<file path="config.mk">
export PLATFORM = sky130hd
export DESIGN_NAME = flash_seq
export DESIGN_NICKNAME = d
export VERILOG_FILES = /design/src/rtl/flash_seq_pkg.sv /design/src/rtl/flash_seq_access.sv /design/src/rtl/flash_seq_timer.sv /design/src/rtl/flash_seq_status.sv /design/src/rtl/flash_seq.sv
export SDC_FILE = /design/constraint.sdc
export NUM_CORES = 1
export LEC_CHECK = 0
export ABC_AREA = 1
export BUFFER_PORTS_ARGS = -buffer_cell sky130_fd_sc_hd__buf_2
export CORE_UTILIZATION = 61
export CTS_CLUSTER_DIAMETER = 30
export DETAILED_ROUTE_END_ITERATION = 7
export PLACE_DENSITY = 0.89
export SLEW_MARGIN = 20
export SYNTH_ARGS = -nofsm -noshare
export SYNTH_HDL_FRONTEND = slang
export SYNTH_SLANG_ARGS = --single-unit
</file>
<file path="constraint.sdc">
create_clock -name clk -period 7.2 [get_ports clk]
set_input_delay 0.36 -clock clk [delete_from_list [all_inputs] [get_ports clk]]
set_output_delay 0.36 -clock clk [all_outputs]
set_load 0.02 [all_outputs]
</file>
<file path="src/rtl/flash_seq_pkg.sv">
package flash_seq_pkg;

  typedef enum logic [2:0] {
    OP_PROG  = 3'd0,
    OP_SECT  = 3'd1,
    OP_BLOCK = 3'd2,
    OP_CHIP  = 3'd3,
    OP_ID    = 3'd4,
    OP_BAD5  = 3'd5,
    OP_BAD6  = 3'd6,
    OP_BAD7  = 3'd7
  } op_e;

  typedef enum logic [2:0] {
    AS_KEY1,
    AS_KEY2,
    AS_TARGET,
    AS_WORD0,
    AS_WORD1
  } asel_e;

  typedef struct packed {
    logic       wr;
    asel_e      asel;
    logic       use_data;
    logic [7:0] code;
  } step_t;

  localparam logic [14:0] KEY1_ADDR = 15'h5555;
  localparam logic [14:0] KEY2_ADDR = 15'h2AAA;
  localparam logic [7:0]  CMD_RESET = 8'hF0;

  // number of script entries per operation; 0 marks an unsupported code
  function automatic logic [2:0] script_len(op_e op);
    case (op)
      OP_PROG:                   return 3'd4;
      OP_SECT, OP_BLOCK, OP_CHIP: return 3'd6;
      OP_ID:                     return 3'd6;
      default:                   return 3'd0;
    endcase
  endfunction

  function automatic logic op_is_erase(op_e op);
    return (op == OP_SECT) || (op == OP_BLOCK) || (op == OP_CHIP);
  endfunction

  function automatic logic [7:0] erase_code(op_e op);
    case (op)
      OP_SECT:  return 8'h30;
      OP_BLOCK: return 8'h50;
      default:  return 8'h10;
    endcase
  endfunction

  // 0: program limit, 1: sector/block limit, 2: array limit
  function automatic logic [1:0] tmo_class(op_e op);
    case (op)
      OP_PROG:           return 2'd0;
      OP_SECT, OP_BLOCK: return 2'd1;
      default:           return 2'd2;
    endcase
  endfunction

  function automatic step_t script_step(op_e op, logic [2:0] idx);
    step_t s;
    s.wr       = 1'b1;
    s.asel     = AS_KEY1;
    s.use_data = 1'b0;
    s.code     = 8'hAA;
    case (idx)
      3'd1: begin
        s.asel = AS_KEY2;
        s.code = 8'h55;
      end
      3'd2: s.code = (op == OP_PROG) ? 8'hA0 : ((op == OP_ID) ? 8'h90 : 8'h80);
      3'd3: begin
        if (op == OP_PROG) begin
          s.asel     = AS_TARGET;
          s.use_data = 1'b1;
        end else if (op == OP_ID) begin
          s.wr   = 1'b0;
          s.asel = AS_WORD0;
        end
      end
      3'd4: begin
        if (op == OP_ID) begin
          s.wr   = 1'b0;
          s.asel = AS_WORD1;
        end else begin
          s.asel = AS_KEY2;
          s.code = 8'h55;
        end
      end
      3'd5: begin
        if (op == OP_ID) begin
          s.code = CMD_RESET;
        end else begin
          s.asel = (op == OP_CHIP) ? AS_KEY1 : AS_TARGET;
          s.code = erase_code(op);
        end
      end
      default: ;
    endcase
    return s;
  endfunction

  // confirmation read: bit 6 held still and bit 7 shows the finished value
  function automatic logic conf_valid(logic erase, logic [15:0] cur,
                                      logic [15:0] prev, logic want7);
    return (cur[6] == prev[6]) && (erase ? cur[7] : (cur[7] == want7));
  endfunction

endpackage

</file>
<file path="src/rtl/flash_seq_access.sv">
module flash_seq_access #(
  parameter int AW       = 18,
  parameter int ACC_CLKS = 4
) (
  input  logic          clk,
  input  logic          rst_n,
  input  logic          start,
  input  logic          we,
  input  logic [AW-1:0] addr,
  input  logic [15:0]   wdata,
  output logic          busy,
  output logic          last,
  output logic          bus_cs,
  output logic          bus_we,
  output logic [AW-1:0] bus_addr,
  output logic [15:0]   bus_wdata
);
  localparam int CW = (ACC_CLKS < 2) ? 1 : $clog2(ACC_CLKS);

  logic [CW-1:0] cnt;

  assign last   = busy && (cnt == CW'(ACC_CLKS - 1));
  assign bus_cs = busy;

  always_ff @(posedge clk or negedge rst_n) begin
    if (!rst_n) begin
      busy      <= 1'b0;
      cnt       <= '0;
      bus_we    <= 1'b0;
      bus_addr  <= '0;
      bus_wdata <= '0;
    end else if (!busy) begin
      if (start) begin
        busy      <= 1'b1;
        cnt       <= '0;
        bus_we    <= we;
        bus_addr  <= addr;
        bus_wdata <= wdata;
      end
    end else if (last) begin
      busy <= 1'b0;
    end else begin
      cnt <= cnt + 1'b1;
    end
  end
endmodule

</file>
<file path="src/rtl/flash_seq_timer.sv">
module flash_seq_timer #(
  parameter int unsigned TO_PROG  = 6400,
  parameter int unsigned TO_ERASE = 6400000,
  parameter int unsigned TO_CHIP  = 25600000
) (
  input  logic       clk,
  input  logic       rst_n,
  input  logic       run,
  input  logic [1:0] cls,
  output logic       expired
);
  localparam int unsigned MAX_A = (TO_PROG > TO_ERASE) ? TO_PROG : TO_ERASE;
  localparam int unsigned MAX_L = (MAX_A > TO_CHIP) ? MAX_A : TO_CHIP;
  localparam int TW = $clog2(MAX_L + 2);

  logic [TW-1:0] cnt;
  logic [TW-1:0] limit;

  always_comb begin
    case (cls)
      2'd0:    limit = TW'(TO_PROG);
      2'd1:    limit = TW'(TO_ERASE);
      default: limit = TW'(TO_CHIP);
    endcase
  end

  assign expired = run && (cnt >= limit);

  always_ff @(posedge clk or negedge rst_n) begin
    if (!rst_n)        cnt <= '0;
    else if (!run)     cnt <= '0;
    else if (!expired) cnt <= cnt + 1'b1;
  end
endmodule

</file>
<file path="src/rtl/flash_seq_status.sv">
module flash_seq_status
  import flash_seq_pkg::*;
(
  input  logic [15:0] cur,
  input  logic [15:0] prev,
  input  logic        erase,
  input  logic        want7,
  output logic        b6_same,
  output logic        conf_ok
);
  assign b6_same = (cur[6] == prev[6]);
  assign conf_ok = conf_valid(erase, cur, prev, want7);
endmodule

</file>
<file path="src/rtl/flash_seq.sv">
module flash_seq
  import flash_seq_pkg::*;
#(
  parameter int          AW       = 18,
  parameter int          ACC_CLKS = 4,
  parameter int unsigned TO_PROG  = 6400,
  parameter int unsigned TO_ERASE = 6400000,
  parameter int unsigned TO_CHIP  = 25600000
) (
  input  logic          clk,
  input  logic          rst_n,
  input  logic          req_valid,
  output logic          req_ready,
  input  logic [2:0]    req_op,
  input  logic [AW-1:0] req_addr,
  input  logic [15:0]   req_data,
  output logic          rsp_valid,
  output logic          rsp_err,
  output logic [31:0]   rsp_data,
  output logic          bus_cs,
  output logic          bus_we,
  output logic [AW-1:0] bus_addr,
  output logic [15:0]   bus_wdata,
  input  logic [15:0]   bus_rdata
);
  typedef enum logic [2:0] {S_IDLE, S_SCRIPT, S_POLL, S_ABORT, S_RESP} state_e;

  state_e        state;
  op_e           op_q;
  logic [AW-1:0] addr_q;
  logic [15:0]   data_q;
  logic [15:0]   prev_q;
  logic [15:0]   id_lo, id_hi;
  logic [2:0]    step;
  logic [1:0]    pphase;
  logic          err_q;

  // named internal events
  logic          accept;
  logic          acc_start, acc_busy, acc_done;
  logic          acc_we;
  logic [AW-1:0] acc_addr;
  logic [15:0]   acc_wdata;
  step_t         cur_step;
  logic          script_last;
  logic          in_poll;
  logic          tmo_expired;
  logic          poll_abort;
  logic          b6_same, conf_ok;
  logic          erase_q;

  assign req_ready   = (state == S_IDLE);
  assign accept      = req_valid && req_ready;
  assign cur_step    = script_step(op_q, step);
  assign script_last = (step == script_len(op_q) - 3'd1);
  assign in_poll     = (state == S_POLL);
  assign erase_q     = op_is_erase(op_q);
  assign poll_abort  = in_poll && acc_done && tmo_expired;

  function automatic logic [AW-1:0] pick_addr(asel_e sel, logic [AW-1:0] tgt);
    case (sel)
      AS_KEY1:   return AW'(KEY1_ADDR);
      AS_KEY2:   return AW'(KEY2_ADDR);
      AS_WORD0:  return AW'(0);
      AS_WORD1:  return AW'(1);
      default:   return tgt;
    endcase
  endfunction

  always_comb begin
    acc_we    = 1'b0;
    acc_addr  = addr_q;
    acc_wdata = 16'h0000;
    case (state)
      S_SCRIPT: begin
        acc_we    = cur_step.wr;
        acc_addr  = pick_addr(cur_step.asel, addr_q);
        acc_wdata = cur_step.use_data ? data_q : {8'h00, cur_step.code};
      end
      S_POLL:  acc_addr = (op_q == OP_CHIP) ? AW'(KEY1_ADDR) : addr_q;
      S_ABORT: begin
        acc_we    = 1'b1;
        acc_addr  = AW'(KEY1_ADDR);
        acc_wdata = {8'h00, CMD_RESET};
      end
      default: ;
    endcase
  end

  assign acc_start = !acc_busy &&
                     ((state == S_SCRIPT) || (state == S_POLL) || (state == S_ABORT));

  flash_seq_access #(.AW(AW), .ACC_CLKS(ACC_CLKS)) u_access (
    .clk      (clk),
    .rst_n    (rst_n),
    .start    (acc_start),
    .we       (acc_we),
    .addr     (acc_addr),
    .wdata    (acc_wdata),
    .busy     (acc_busy),
    .last     (acc_done),
    .bus_cs   (bus_cs),
    .bus_we   (bus_we),
    .bus_addr (bus_addr),
    .bus_wdata(bus_wdata)
  );

  flash_seq_timer #(.TO_PROG(TO_PROG), .TO_ERASE(TO_ERASE), .TO_CHIP(TO_CHIP)) u_timer (
    .clk    (clk),
    .rst_n  (rst_n),
    .run    (in_poll),
    .cls    (tmo_class(op_q)),
    .expired(tmo_expired)
  );

  flash_seq_status u_status (
    .cur    (bus_rdata),
    .prev   (prev_q),
    .erase  (erase_q),
    .want7  (data_q[7]),
    .b6_same(b6_same),
    .conf_ok(conf_ok)
  );

  always_ff @(posedge clk or negedge rst_n) begin
    if (!rst_n) begin
      state  <= S_IDLE;
      op_q   <= OP_PROG;
      addr_q <= '0;
      data_q <= '0;
      prev_q <= '0;
      id_lo  <= '0;
      id_hi  <= '0;
      step   <= '0;
      pphase <= '0;
      err_q  <= 1'b0;
    end else begin
      case (state)
        S_IDLE: begin
          if (accept) begin
            op_q   <= op_e'(req_op);
            addr_q <= req_addr;
            data_q <= req_data;
            step   <= '0;
            pphase <= '0;
            err_q  <= 1'b0;
            if (script_len(op_e'(req_op)) == 3'd0) begin
              err_q <= 1'b1;
              state <= S_RESP;
            end else begin
              state <= S_SCRIPT;
            end
          end
        end
        S_SCRIPT: begin
          if (acc_done) begin
            if (op_q == OP_ID && step == 3'd3) id_lo <= bus_rdata;
            if (op_q == OP_ID && step == 3'd4) id_hi <= bus_rdata;
            if (script_last) begin
              state  <= (op_q == OP_ID) ? S_RESP : S_POLL;
              pphase <= '0;
            end else begin
              step <= step + 3'd1;
            end
          end
        end
        S_POLL: begin
          if (acc_done) begin
            prev_q <= bus_rdata;
            if (tmo_expired) begin
              state <= S_ABORT;
            end else begin
              case (pphase)
                2'd0: pphase <= 2'd1;
                2'd1: if (b6_same) pphase <= 2'd2;
                2'd2: pphase <= conf_ok ? 2'd3 : 2'd1;
                default: begin
                  if (conf_ok) state <= S_RESP;
                  else         pphase <= 2'd1;
                end
              endcase
            end
          end
        end
        S_ABORT: begin
          if (acc_done) begin
            err_q <= 1'b1;
            state <= S_RESP;
          end
        end
        default: state <= S_IDLE;
      endcase
    end
  end

  assign rsp_valid = (state == S_RESP);
  assign rsp_err   = rsp_valid && err_q;
  assign rsp_data  = {id_hi, id_lo};

endmodule

</file>
Word level (Yosys, flattened, before mapping)
Index checks and enable logic that the tools add are counted.
{ "word_totals": {"output_inout_bits": 71, "reg_bits": 148, "word_cells": 166, "in_bits": 56} }
{ "op_classes": {"n_addsub": 4, "bitwise": 1, "reduce_logical": 38, "n_mux": 67, "eq_ne": 39, "n_lt_le_gt_ge": 1} }
{ "ops": {"columns": ["operator", "count"], "rows": [
  ["$pmux W18 S4", 1],
  ["$pmux W18 S3", 1],
  ["$mux W3", 17],
  ["$mux W25", 2],
  ["$pmux W25 S2", 1],
  ["$pmux W16 S2", 1],
  ["$pmux W8 S4", 1],
  ["$eq A3 B2 Y1 const B", 9],
  ["$mux W2", 13],
  ["$add A25 B1 Y25 const B", 1],
  ["$ge A25 B25 Y1", 1],
  ["$pmux W3 S4", 2],
  ["$eq A3 B3 Y1 const B", 6],
  ["$mux W18", 1],
  ["$pmux W3 S2", 3],
  ["$mux W16", 1],
  ["$mux W8", 2],
  ["$eq A3 B1 Y1 const B", 5],
  ["$logic_not A3 Y1", 5],
  ["$ne A2 B2 Y1 const B", 7],
  ["$pmux W7 S2", 1],
  ["$pmux W2 S3", 2],
  ["$mux W1", 11],
  ["$ne A3 B3 Y1 const B", 3],
  ["other kinds (29)", 53]
]} }

Logic depth before layout (Yosys ltp)
Gate-level depths: netlist of the first run.
{ "depth": {"depth_word": 10, "ltp_mapped": 18, "ltp_nobuf": 17} }

By module
A second synthesis of the first run with hierarchy kept.
{ "unflattened": {"hier_cells": 1157, "hier_area_um2": 8625.8} }
{ "modules_own_cells": {"columns": ["mod", "seq_area_each_um2", "n_inst", "area_per_inst_um2", "cells_per_inst"], "rows": [
  ["flash_seq", 2352.3, 1, 4772.1, 632],
  ["flash_seq_timer", 625.6, 1, 2275.9, 348],
  ["flash_seq_access", 950.9, 1, 1541.5, 169],
  ["flash_seq_status", 0.0, 1, 36.3, 8]
]} }

Least setup slack after synthesis of the first run
No wires, ideal clock.
{ "synth_path": {"path_type": "reg-to-reg", "start": "reg op_q[2]", "end": "reg u_timer.cnt[18]", "path_slack_ns": 4.894, "path_stages_with_launch": 17, "setup_time_ns": 0.117, "synth_period_minus_slack_ns": 2.306, "arrival_time_ns": 2.190, "n_path_buf": 2, "t_required_ns": 7.083, "cell_sequence": "dfrtp_1 buf_2 a21oi_1 nand2_1 ha_1 nand2_1 inv_1 nand3b_1 nor2_1 nand3_1 nand2_1 nor2_2 nand2_4 nand2_8 buf_8 nand2_1 nand2_1"} }
{ "synth_between": {"elab_chain_cells": 8, "elab_cells_between_ends": 11, "classes_between": "1 x order compare; 4 x eq/ne; 2 x mux; 4 x reduce/logical"} }
{ "synth_rtl": {"columns": ["element", "line_no", "text"], "rows": [
  ["start, declared", "flash_seq.sv:29", "op_e op_q;"],
  ["start signal, assigned", "flash_seq.sv:141", "op_q <= op_e'(req_op);"],
  ["$eq A3 B1 Y1 / $eq A3 B2 Y1 (equally long branches)", "flash_seq_pkg.sv:57", "case (op)"],
  ["$reduce_or A2 Y1", "flash_seq_pkg.sv:57", null],
  ["$pmux W2 S2 *", "flash_seq_pkg.sv:57", null],
  ["$eq A2 B1 Y1 / $logic_not A2 Y1 (equally long branches)", "flash_seq_timer.sv:20", "case (cls)"],
  ["$pmux W25 S2 *", "flash_seq_timer.sv:20", null],
  ["$ge A25 B25 Y1 *", "flash_seq_timer.sv:27", "assign expired = run && (cnt >= limit);"],
  ["$logic_and A1 B1 Y1 *", "flash_seq_timer.sv:27", null],
  ["$ne A2 B2 Y1 (no source line) *", null, null],
  ["end signal, assigned", "flash_seq_timer.sv:32", "else if (!expired) cnt <= cnt + 1'b1;"],
  ["end, declared", "flash_seq_timer.sv:16", "logic [TW-1:0] cnt;"]
]} }
Mark *: on every way between the ends. The rest lies on a longest branch, timed or not.
A chain may end at the register's enable or synchronous reset.

Final worst setup path of the first run
{ "layout_path": {"start": "reg op_q[1]", "end": "reg u_timer.cnt[22]"} }
Same word-level chain as after synthesis.

==> flow_metrics.py, run 1 <==
metrics = {
    "place": {
        "hpwl_microns": 12610,
        "dp_cells": 1156,
        "port_buffers": 126,
        "post-place-ws_ns": 4.520,
        "dpl-instance-area_sq_um": 8139,
        "gp_congestion": 0.9605,
    },
    "logic_synthesis": {
        "synth_nets": 986,
        "synth_warnings": 0,
        "synth_area_sq_um": 7437,
        "avgSynthCellArea_sq_um": 8.191,
        "ys_async_sr_fraction_pct": 100.0,
        "ys.flop_type": "dfrtp_1",
        "yosysSeqAreaShare_pct": 47.78,
        "synth-edff-count": 0,
        "synthCells": 908,
        "ys_types": 44,
        "ys_seq_elements": 142,
    },
    "cts": {
        "ctsHoldBuffers": 1,
        "clk_pin_slew_worst_paths_ns": 0.06,
        "cts.sinks": 142,
        "cts_resized": 0,
        "cts_buffer_depth": 2,
        "tritoncts": "built",
        "numCtsBuffers": 17,
        "cts_root_buf": "clkbuf_16",
        "clock_latency_ns": 0.43,
        "post-cts-setup-buffers": 0,
        "h-tree-depth": 4,
    },
    "layout": {
        "final_core_util_pct": 75.10,
        "layout.cells.most_common_list": "nand2_1 (242), dfrtp_1 (142), buf_2 (125)",
        "final_area_sq_um": 8758,
        "antenna_cells": 0,
        "final_nets": 1111,
        "syn_to_final_growth_pct": 17.77,
        "mostFrequentLayoutCell": "nand2_1",
        "final_cell_count_no_fill": 1188,
        "drive_above_1_share_pct": 21.34,
    },
    "critical_path": {
        "start_kind": "flip-flop",
        "cp.required_ns": 7.55,
        "critPathBufInv": 2,
        "critical_path_class": "reg2reg",
        "rr_worst_depth": 15,
        "crit_cells": 15,
        "worstReg2RegStart": "op_q[1]",
        "crit_path_top_delay_cell": "dfrtp_1",
        "r2r_end": "u_timer.cnt[22]",
        "cp-startpoint": "op_q[1]",
        "worstPathCellList": "a21oi_1 -> nand2_1 -> ha_1 -> nand2_1 -> inv_1 -> nand3b_1 -> nor2_1 -> nand3_1 -> nand2_1 -> nor2_2 -> nand2_4 -> nand2_8 -> inv_2 -> nand2_1 -> o21ai_1",
        "crit_arrival_ns": 3.06,
        "cp-end-kind": "flip-flop",
        "endpoint": "u_timer.cnt[22]",
        "crit_top_cell": "nand2_1",
        "crit_family": "simple AND/OR/NAND/NOR gates",
        "cp_max_fo": 26,
        "cp_slowest_stage_delay_ns": 0.47,
        "r2r_slack_ns": 4.49,
    },
    "timing": {
        "clock_skew_ns": 0.008511,
        "worstMarginPinSlew_ns": 0.9576,
        "whs_ns": 0.1589,
        "fin_crit_ns": 2.709,
        "max_freq_mhz": 369.1,
        "final-setup-viol-count": 0,
        "finalSetupTns_ns": 0,
        "postLayoutSetupSlackWorst_ns": 4.491,
        "finalHoldViolCount": 0,
        "rsz0062_at_grt": "no",
        "final-max-slew-violation-count": 0,
        "slew_headroom_pct": 36.16,
        "fin_crit_sh_pct": 37.63,
    },
    "routing": {
        "wl_met2_microns": 9357,
        "antenna_left": 0,
        "wl_met1_microns": 7615,
        "drt-pass1-iter-count": 7,
        "wl_per_cell_microns": 16.01,
        "wl_met3_microns": 1408,
        "vias": 6769,
        "drtIter0Drc": 576,
        "top_layer_used": "met4",
        "drcViolationCount": 0,
        "vias_per_cell": 5.698,
        "drt-total-wl_microns": 19020,
    },
    "power_and_ir_drop": {
        "vdd_drop_max_v": 0.0003196,
        "power.density_nw_per_um2": 357.4,
        "p_leak_nw": 4.576,
        "power_mw": 3.131,
    },
    "hold_path": {
        "hp-class": "in2reg",
        "hold_path.startpoint": "req_data[1]",
    },
    "die": {
        "die_w_microns": 112.4,
        "io_pins": 127,
        "core_area_sq_um": 11660,
        "initial_core_util_pct": 63.77,
        "dieArea_sq_um": 12640,
        "die-height_microns": 112.4,
        "placementRows": 39,
    },
    "grt": {
        "grt_pass1_vias": 6702,
        "grt_remaining_overflow": 0,
        "grt_start_max_net_pins": 79,
        "grt_first_pass_wirelength_microns": 31980,
        "antenna_found_initial": 0,
        "grtUsageTotal_pct": 32.44,
    },
    "job": {
        "cap_violations": 0,
    },
    "run_status": {
        "outcome": "finished, final reports clean",
    },
}
## metal layers
layer / GRT usage [%] / up-vias
met3: 7.613 / 69
met5: 0 / -
met4: 13.69 / 0
li1: - / 3183
met2: 54.00 / 335
met1: 40.89 / 3182
## registers in the layout (all words and copies together) (netlist names)
name / flops
u_access.bus_cs: 1
u_access.bus_wdata: 16
state: 3
id_hi: 16
u_timer.cnt: 25
u_access.bus_addr: 18
addr_q: 18
op_q: 3
id_lo: 16
err_q: 1
step: 3
u_access.bus_we: 1
pphase: 2
u_access.cnt: 2
prev_q: 1
data_q: 16
## synth_stat cells, drive strengths merged, types with 11 or more instances
cell	instances	area share, %
mux2	17	2.6
clkbuf	14	0.71
nand4	13	1.1
xor2	11	1.3
ha	22	3.7
nor3	17	1.1
nand2	253	14
inv	107	5.5
dfrtp	142	48
nor2	89	4.8
nand3	46	3.2
a21oi	40	2.7
o21ai	86	6.2
## report_power, final
part           leakage (nW)  switching [mW]  total (mW)  internal, mW
Combinational          2.62           0.722        1.10         0.374
Clock                 0.286           0.352       0.907         0.554
Sequential             1.67           0.133        1.13         0.995
Total                  4.58            1.21        3.13          1.92
## area by class of cell
class	instances	area, sq um
inverters	108	410.4
clock inverters	12	161.4
flip-flops and latches	142	3553
fillers	801	2904
repair buffers	129	661.9
multi-input cells	635	3349
clock buffers	19	442.9
well taps	143	178.9
## cells by family after synthesis
| group | count (synthesis) | synth area share, % |
|---|---|---|
| xor+xnor | 13 | 1.531 |
| flops | 142 | 47.78 |
| compound gates | 153 | 12.23 |
| mux | 17 | 2.574 |
| simple gates | 430 | 24.90 |
| buf+inv | 131 | 7.285 |
| fa+ha+maj | 22 | 3.701 |
## worst min-delay path by stage
stage / to / slack, ns / depth (start not counted)
after floorplan: addr_q[0] / 0.06 / 0
after global placement: u_timer.cnt[11] / 0.37 / 1
after detailed placement: u_timer.cnt[11] / 0.38 / 1
after CTS: data_q[1] / 0.15 / 2
after global routing: data_q[12] / 0.15 / 2
final: data_q[1] / 0.16 / 2
(Power assumes the default switching activity.)
==> inputs of run 2 (changes only) <==
- CORE_UTILIZATION: 61 -> 57
- PLACE_DENSITY: 0.89 -> 0.84
- clock period: 7.2 -> 2.7 ns (I/O delays scaled with it)
==> run 2 against run 1 <==
  * The run now ends with hold timing left
  * Clock-buffer cell count grew 2
  * Cell area grew 6.7%
  * Critical path depth grew 3
  * Clock skew shrank 0.0019 ns
  * Maximum frequency grew 12%
  * Sequential share of layout area shrank 2.6 points
  * Wire length grew 2.6%
  * Worst hold slack lost 0.16 ns
==> flow_metrics.py, run 2 (same netlist as run 1, synthesis figures left out) <==
metrics = {
    "cts": {
        "cts.sinks": 142,
        "h-tree-depth": 4,
        "numCtsBuffers": 17,
        "tritoncts": "built",
        "clk_pin_slew_worst_paths_ns": 0.06,
        "cts_root_buf": "clkbuf_16",
        "cts_buffer_depth": 2,
        "clock_latency_ns": 0.43,
    },
    "grt": {
        "busiest_layer": "met2",
        "grt_first_pass_wirelength_microns": 32240,
        "grtUsageMet2_pct": 49.59,
        "grt_pass1_vias": 6781,
        "grt_start_max_net_pins": 61,
        "antenna_found_initial": 0,
        "grtUsageTotal_pct": 30.96,
        "grt_use_met3_pct": 6.798,
        "grt_remaining_overflow": 0,
        "grt.met1_usage_pct": 39.92,
    },
    "layout": {
        "top_register": "u_timer.cnt",
        "final_nets": 1166,
        "drive_above_1_share_pct": 20.89,
        "largest_register_ff_count": 25,
        "antenna_cells": 0,
        "mostFrequentLayoutCell": "nand2_1",
        "final_area_sq_um": 9346,
        "layout.cells.most_common_list": "nand2_1 (242), dfrtp_1 (142), buf_2 (125)",
        "syn_to_final_growth_pct": 25.67,
        "reg_top3": "u_timer.cnt x25, addr_q x18, u_access.bus_addr x18",
    },
    "run_status": {
        "violations": "hold timing",
        "outcome": "finished, violations left",
    },
    "place": {
        "gp_congestion": 0.9442,
        "dpl-instance-area_sq_um": 8240,
        "hpwl_microns": 12380,
        "port_buffers": 126,
    },
    "timing": {
        "finalHoldViolCount": 1,
        "whs_ns": -0.005781,
        "max_freq_mhz": 412.8,
        "worstMarginPinSlew_ns": 0.6247,
        "clock_skew_ns": 0.006630,
        "slew_headroom_pct": 58.35,
        "finalSetupTns_ns": 0,
        "final-setup-viol-count": 0,
        "fin_crit_ns": 2.423,
        "final-max-slew-violation-count": 0,
        "fin_crit_sh_pct": 89.73,
        "rsz0062_at_grt": "no",
    },
    "routing": {
        "drtIter0Drc": 597,
        "drt-pass1-iter-count": 7,
        "antenna_left": 0,
        "wl_per_cell_microns": 15.32,
        "vias": 6916,
        "drt-total-wl_microns": 19510,
        "vias_per_cell": 5.433,
        "drcViolationCount": 0,
    },
    "die": {
        "io_pins": 127,
        "initial_core_util_pct": 58.69,
        "core_area_sq_um": 12670,
        "die-height_microns": 116.2,
        "dieArea_sq_um": 13510,
        "die_w_microns": 116.2,
        "placementRows": 41,
    },
    "critical_path": {
        "cp_max_fo": 26,
        "cp-end-kind": "flip-flop",
        "start_kind": "flip-flop",
        "worstReg2RegStart": "op_q[1]",
        "rr_worst_depth": 18,
        "crit_arrival_ns": 2.77,
        "critical_path_class": "reg2reg",
        "endpoint": "u_timer.cnt[22]",
        "cp.required_ns": 3.05,
        "cp-startpoint": "op_q[1]",
        "r2r_end": "u_timer.cnt[22]",
        "r2r_slack_ns": 0.28,
    },
    "power_and_ir_drop": {
        "p_leak_nw": 4.810,
        "p_sw_mw": 3.231,
        "power.clock.fraction_pct": 29.0,
        "comb_power_share_pct": 35.5,
        "internal_power_mw": 5.239,
        "power.density_nw_per_um2": 906.2,
        "power_frac_seq_pct": 35.5,
        "sw_frac_of_total_pct": 38.14,
        "vdd_drop_max_v": 0.0009092,
    },
    "hold_path": {
        "hp-class": "in2reg",
        "hold_path.startpoint": "req_addr[12]",
    },
    "job": {
        "cap_violations": 0,
    },
}
==> run 2: cell count changes in the layout (fill, tap and decap cells not counted), sizes merged <==
cell,change
buf,+7
clkbuf,+2
clkinv,-3
clkinvlp,+1
dlygate4sd3,+48
inv,+1
==> run 2: cell type report <==
| cell class | instances | area [sq um] |
|---|---|---|
| flip-flops and latches | 142 | 3553 |
| multi-input cells | 635 | 3344 |
| fillers | 904 | 3324 |
| repair buffers | 184 | 1207 |
| clock buffers | 21 | 460.4 |
| inverters | 108 | 410.4 |
| well taps | 172 | 215.2 |
| clock inverters | 11 | 155.1 |
==> run 2: through the flow <==
| step | power (mW) | std cells | hold WS (ns) | utilization (%) | setup slack [ns] |
|---|---|---|---|---|---|
| floorplan | 5.041 | 908 | -0.1606 | - | 0.3937 |
| global placement | 5.751 | 1192 | 0.1336 | 65.03 | 0.4038 |
| detailed placement | 5.872 | 1192 | 0.1357 | 65.03 | 0.3063 |
| CTS | 8.401 | 1273 | 0.001093 | 73.76 | 0.2999 |
| global route | 8.962 | 1273 | 0.01243 | 73.76 | 0.03726 |
| finish | 8.469 | 1273 | -0.005781 | 73.76 | 0.2774 |
==> run 2: how the worst min path moves through the flow <==
stage | end | slack, ns | cells after the start
after global placement | u_timer.cnt[18] | 0.13 | 1
after CTS | addr_q[12] | 0.001 | 3
after global routing | addr_q[12] | 0.01 | 3
after floorplan | addr_q[0] | -0.16 | 0
final | addr_q[12] | -0.006 | 3
after detailed placement | u_timer.cnt[18] | 0.14 | 1
==> run 2: layer usage <==
metal,routed length (microns),share of wire [%]
met3,1287,6.6
met1,8168,42
met5,0,0
met2,9434,48
met4,618,3.2
==> run 2: critical path: stages, from the launching register on <==
cell and delay (ns):
dfrtp_1 0.46, a21oi_1 0.22, buf_4 0.17, inv_1 0.05, ha_1 0.26, nand2_1 0.07
inv_1 0.07, nand2_1 0.07, nand2_1 0.06, nand2_1 0.04, nand2_1 0.05, nand2_1 0.04
nand2_1 0.07, nand2_2 0.08, nand2_4 0.16, nand2_8 0.17, inv_2 0.18, nand2_1 0.06
o21ai_1 0.07
==> run 2: power by group through the flow <==
stage / Clock [mW] / Combinational (mW) / Sequential, mW
after floorplan: 0 / 1.89 / 3.15
after global placement: 0 / 2.77 / 2.98
after detailed placement: 0 / 2.86 / 3.01
after CTS: 2.46 / 2.96 / 2.98
after global routing: 2.55 / 3.35 / 3.07
final: 2.45 / 3.01 / 3.01
==> run 2: timing repair <==
action	in CTS	in global routing
hold buffers	49	0
hold endpoints to repair	115	0
resized for setup	0	0
buffers inserted	0	0
